File: src/rtl/snd_timer_block.sv
module snd_timer_block #(
  parameter int ADDR_W = 8,
  parameter int DIV_W  = 8,
  parameter int CNT_W  = 4,
  parameter int FAST_IDX = 2,
  parameter logic [ADDR_W-1:0] CTRL_ADDR = 8'hF1,
  parameter logic [ADDR_W-1:0] DIV_BASE  = 8'hFA,
  parameter logic [ADDR_W-1:0] CNT_BASE  = 8'hFD
) (
  input  logic              clk,
  input  logic              rst_n,
  input  logic              tick_slow,
  input  logic              tick_fast,
  input  logic              wr_en,
  input  logic [ADDR_W-1:0] wr_addr,
  input  logic [DIV_W-1:0]  wr_data,
  input  logic              rd_en,
  input  logic [ADDR_W-1:0] rd_addr,
  output logic [DIV_W-1:0]  rd_data
);
  localparam int NT = 3;

  logic [NT-1:0]    run_q;
  logic [DIV_W-1:0] div_q [NT];
  logic [DIV_W-1:0] rem_q [NT];
  logic [CNT_W-1:0] cnt_q [NT];
  logic [NT-1:0]    step_w, term_w, div_hit, rd_hit;

  always_ff @(posedge clk) begin
    if (!rst_n)
      run_q <= '0;
    else if (wr_en && wr_addr == CTRL_ADDR)
      run_q <= wr_data[NT-1:0];
  end

  for (genvar g = 0; g < NT; g++) begin : g_tmr
    assign step_w[g]  = run_q[g] & ((g == FAST_IDX) ? tick_fast : tick_slow);
    assign term_w[g]  = step_w[g] && rem_q[g] == DIV_W'(1);
    assign div_hit[g] = wr_en && wr_addr == DIV_BASE + ADDR_W'(g);
    assign rd_hit[g]  = rd_en && rd_addr == CNT_BASE + ADDR_W'(g);

    always_ff @(posedge clk) begin
      if (!rst_n) begin
        div_q[g] <= '0;
        rem_q[g] <= '0;
        cnt_q[g] <= '0;
      end else begin
        if (div_hit[g])
          div_q[g] <= wr_data;
        if (step_w[g])
          rem_q[g] <= term_w[g] ? div_q[g] : rem_q[g] - DIV_W'(1);
        else if (div_hit[g] && rem_q[g] == '0)
          rem_q[g] <= wr_data;
        if (term_w[g])
          cnt_q[g] <= rd_hit[g] ? CNT_W'(1) : cnt_q[g] + CNT_W'(1);
        else if (rd_hit[g])
          cnt_q[g] <= '0;
      end
    end

    AST_REFILL: assert property (@(posedge clk) disable iff (!rst_n)
      term_w[g] |=> rem_q[g] == $past(div_q[g]));
    AST_FROZEN: assert property (@(posedge clk) disable iff (!rst_n)
      (!run_q[g] && !rd_hit[g] && !div_hit[g]) |=> ($stable(cnt_q[g]) && $stable(rem_q[g])));
    AST_NO_STEP: assert property (@(posedge clk) disable iff (!rst_n)
      (!step_w[g] && !div_hit[g]) |=> $stable(rem_q[g]));
    AST_WR_LOAD: assert property (@(posedge clk) disable iff (!rst_n)
      (div_hit[g] && !step_w[g] && rem_q[g] == '0) |=> rem_q[g] == $past(wr_data));
    AST_RD_CLEAR: assert property (@(posedge clk) disable iff (!rst_n)
      (rd_hit[g] && !term_w[g]) |=> cnt_q[g] == '0);
    AST_RD_RACE: assert property (@(posedge clk) disable iff (!rst_n)
      (rd_hit[g] && term_w[g]) |=> cnt_q[g] == CNT_W'(1));
    AST_CNT_MOVE: assert property (@(posedge clk) disable iff (!rst_n)
      (cnt_q[g] != $past(cnt_q[g])) |->
        (cnt_q[g] == $past(cnt_q[g]) + CNT_W'(1) || cnt_q[g] == '0 || cnt_q[g] == CNT_W'(1)));
  end

  always_comb begin
    rd_data = '0;
    for (int i = 0; i < NT; i++)
      if (rd_hit[i])
        rd_data = {{(DIV_W-CNT_W){1'b0}}, cnt_q[i]};
  end

  AST_RD_ONEHOT: assert property (@(posedge clk) disable iff (!rst_n)
    $onehot0(rd_hit));
endmodule

File: config.mk
export PLATFORM = sky130hd
export DESIGN_NAME = snd_timer_block
export DESIGN_NICKNAME = d
export VERILOG_FILES = /design/src/rtl/snd_timer_block.sv
export SDC_FILE = /design/constraint.sdc
export NUM_CORES = 1
export LEC_CHECK = 0
export ABC_AREA = 1
export BUFFER_PORTS_ARGS = -buffer_cell sky130_fd_sc_hd__buf_4
export CAP_MARGIN = 20
export CORE_ASPECT_RATIO = 0.75
export CORE_MARGIN = 8
export CORE_UTILIZATION = 64
export CTS_CLUSTER_SIZE = 25
export DETAILED_ROUTE_END_ITERATION = 10
export PLACE_DENSITY = 0.95
export SLEW_MARGIN = 15
export SYNTH_ARGS = -nofsm -noshare
export SYNTH_HDL_FRONTEND = slang
export SYNTH_SLANG_ARGS = --single-unit
File: constraint.sdc
create_clock -name clk -period 3 [get_ports clk]
set_input_delay 0.15 -clock clk [delete_from_list [all_inputs] [get_ports clk]]
set_output_delay 0.15 -clock clk [all_outputs]
set_load 0.01 [all_outputs]
# Yosys cells after proc, flatten, opt, wreduce, memory -nomap -nowiden
# Memories as Yosys holds them, arrays and structs flattened.
# Index checks and enable logic that the tools add are counted.
# word_totals
register_bits	3
ramBits	60
in_bits	30
output_inout_bits	8
word_cells	130
n_memories	3
# classes
addsub	6
n_eq_ne	10
muxes	76
n_bitwise	18
reduce_logical	16
# mem_list
name	words	width	read_ports	rd_ports_with_merged_regs	write_ports	line	rtl
div_q	3	8	3	0	3	24	logic [DIV_W-1:0] div_q [NT];
rem_q	3	8	3	0	3	25	logic [DIV_W-1:0] rem_q [NT];
cnt_q	3	4	3	0	3	26	logic [CNT_W-1:0] cnt_q [NT];
# ops
operator	n
2-to-1 mux 8 bit	14
== test 8 bit, second input constant	7
2-to-1 mux 1 bit	52
2-to-1 mux 4 bit	10
== test 8 x 1 -> 1 bit, second input constant	3
logical NOT 8 bit	3
subtractor 8 x 1 -> 8 bit, second input constant	3
OR 1 bit	15
logical AND 1 bit	13
adder 4 x 1 -> 4 bit, second input constant	3
AND 1 bit	3

# Depth between registers and ports, before layout
# logic_depth
word_depth	8
ltp_mapped	9
mapped_depth_nobuf	9

# Least setup slack after synthesis
# OpenSTA, ideal clock, no wires.
# synth_path
kind	register -> register
start	memory rem_q[2][3]
end	memory rem_q[2][0] (enable)
setup_time_ps	376
arrival_ps	1340
t_required_ps	2624
path_slack_ps	1284
path_stages_with_launch	6
n_path_buf	0
period_less_slack_ps	1716
cell_sequence	edfxtp_1 > nor2_4 > inv_2 > nor2_4 > nand3_2 > o211ai_1
# synth_rtl
item	line
from (decl)	25

==> metrics.md <==
| Metric | Value |
|---|---|
| Post-layout nets | 565 |
| Number of fill cells | 437 |
| Max VDD drop | 0.416 mV |
| Total number of vias | 3441 |
| Clock tree buffer depth | 2 |
| Postcts setup bufs | 0 |
| Count of flip-flops with a built-in enable after synthesis | 60 |
| Core box area | 6190 um2 |
| Post-synth cell types | 39 |
| Most frequent cells in the layout | 123 x nand2_1, 61 x nor2_1, 60 x edfxtp_1 |
| Slew @ Worst Pin | 0.737 ns |
| Pwr Density | 437 nW/um2 |
| Iter 0 DRT Violations | 194 |
| Latest clock arrival within the worst-skew pair | 0.35 ns |
| IO Port Bufs | 33 |
| Hold Crit Class | in2reg |
| Post-synthesis register bit count | 63 |
| I/O pins | 38 |
| Routed len/inst | 15.5 um |
| Final Instance Count excl. Fillers | 609 |
| Reg area | 1860 um2 |
| Setup Skew | 0.0101 ns |
| Fraction of registers with async set/reset | 0% |
| Slew margin rel. | 50.6% |
| Crit path max fanout | 11 |
| Syn Inst Count | 484 |
| Top FF cell, synth | edfxtp_1 |
| Largest net degree at the start of global routing | 20 |
| Crit end category | flop |
| CTS tree | yes |
| First-pass GRT wire length | 15400 um |
| Setup violators final | 0 |
| Drt via density | 5.65 |
| Most common cell after layout, fill and taps aside | nand2_1 |
| Achievable Freq | 473 MHz |
| Yosys warns | 0 |
| GRT Util Overall | 21.4% |
| Critical path class | reg2reg |
| CTS Root Buffer Type | clkbuf_8 |
| Starting Density | 64.7% |
| Leak | 0.00202 uW |
| Cells after DPL | 593 |
| Multi-input logic area | 1850 um2 |
| Antenna-violating nets left | 0 |
| GP Congestion | 0.947 |
| CTS Hold Bufs | 0 |
| Post-synthesis sequential area ratio | 46.4% |
| Die Area | 9080 um2 |
| Die Y | 84.6 um |
| Clk sink count | 63 |
| Clock period minus worst slack | 2.11 ns |
| # diodes | 0 |
| Final-report hold violation count | 0 |
| Syn_area_per_cell | 8.29 um2 |
| Slew Viols, Final | 0 |
| Row count | 25 |
| Fraction of layout cells with a size suffix above 1 | 15.9% |
| Drt pass-1 iters | 5 |
| Chip width | 107 um |
| Routed wire length | 9420 um |
| Area growth syn-to-layout | 12.7% |
| Startpoint types | flop |
| Period utilization | 70.5% |
| Required @ worst endpoint | 2.97 ns |
| Antenna violations before repair | 0 |
| Mapped Area | 4010 um2 |
| CTS resizes | 0 |
| R2R Path Start | rem_q[2][5] |
| Max-Cap Viols | 0 |
| H-tree depth | 3 |
| Total global routing overflow | 0 |
| Setup TNS Final | 0 ns |
| Status | completed |
| Remaining DRCs | 0 |
| Total clock buffers created by CTS | 9 |
| Unrepaired setup endpoints after global routing | no |
| HP Start | wr_data[1] |
| Final HPWL from detailed placement | 7280 um |
| CP arrival | 2.09 ns |
| Worst Setup SP | rem_q[2][5] |
| Vias in the first global route | 3377 |
| CTS clock-pin slew for the worst setup and hold paths | 0.06 ns |
==> worst max-delay path: stages, from the launching register on <==
cell	delay, ns
edfxtp_1	0.42
nor2_1	0.16
nand2_1	0.12
nor2_4	0.26
nand3_2	0.15
o211ai_1	0.63
==> cells by family after synthesis <==
kind of cell    count (synthesis)  synth area share, %
simple gates                  294                 35.0
buf+inv                        74                 7.68
flops                          63                 46.4
compound gates                 28                 4.43
xor+xnor                       12                 2.62
fa+ha+maj                      12                 3.74
other cells                     1               0.0935
==> cell type report <==
cell class | instances | share of cell area, %
Sequential cell | 63 | 41.2
Multi-Input combinational cell | 350 | 41.0
Timing Repair Buffer | 34 | 5.65
Inverter | 65 | 5.40
Clock buffer | 11 | 2.91
Tap cell | 81 | 2.24
Clock inverter | 5 | 1.61
==> metal layers <==
layer  GRT usage, %  wire length, um  vias to the layer above
met5              0                0                        -
met1           25.4             3750                     1568
met3           6.27              841                       34
li1               -                -                     1671
met4           10.8              324                        0
met2           34.5             4500                      168
==> where the power goes <==
part	internal, uW	switching, uW	total, uW	leakage (uW)
Clock	461	316	777	0.000102
Sequential	995	22.8	1020	0.000624
Combinational	64.6	115	180	0.00130
Total	1520	454	1980	0.00202
==> synth_stat cells, types with 4 or more instances <==
| cell | instances | area, um2 |
|---|---|---|
| nand2_1 | 123 | 462 |
| nor2_1 | 61 | 229 |
| edfxtp_1 | 60 | 1800 |
| nand3_1 | 58 | 290 |
| inv_1 | 56 | 210 |
| ha_1 | 12 | 150 |
| nand4_1 | 10 | 62.6 |
| nor2_4 | 9 | 101 |
| a21oi_1 | 8 | 40.0 |
| inv_2 | 8 | 30.0 |
| xor2_1 | 7 | 61.3 |
| nand3b_1 | 6 | 45.0 |
| nor2_2 | 6 | 37.5 |
| o21ai_0 | 6 | 30.0 |
| buf_4 | 5 | 37.5 |
| nand2_2 | 5 | 31.3 |
| xnor2_1 | 5 | 43.8 |
| o2111ai_1 | 4 | 35.0 |
==> path summary, 6_finish.rpt <==
check / endpoint / slack (ns) / cells after the start
setup / recovery: rem_q[2][6] / 0.89 / 5
hold reg to reg: run_q[0] / 0.46 / 2
setup reg to reg: rem_q[2][6] / 0.89 / 5
hold / removal: rem_q[2][1] / 0.13 / 3
==> state kept, by name (all words and copies together), names as in the netlist <==
name / cells
cnt_q: 12
div_q: 24
run_q: 3
rem_q: 24
==> through the flow <==
stage	hold slack, ns	setup WS, ns	cell area, um2	util (%)	power (uW)
6_report	0.134	0.885	4520	72.9	1980
5_1_grt	0.138	0.740	4520	72.9	2040
4_1_cts	0.119	0.886	4520	72.9	1980
3_5_place_dp	0.445	0.890	4310	69.7	1210
3_3_place_gp	0.434	0.992	4310	69.7	1200
2_1_floorplan	0.329	1.28	4020	-	1140
(Power assumes the default switching activity.)
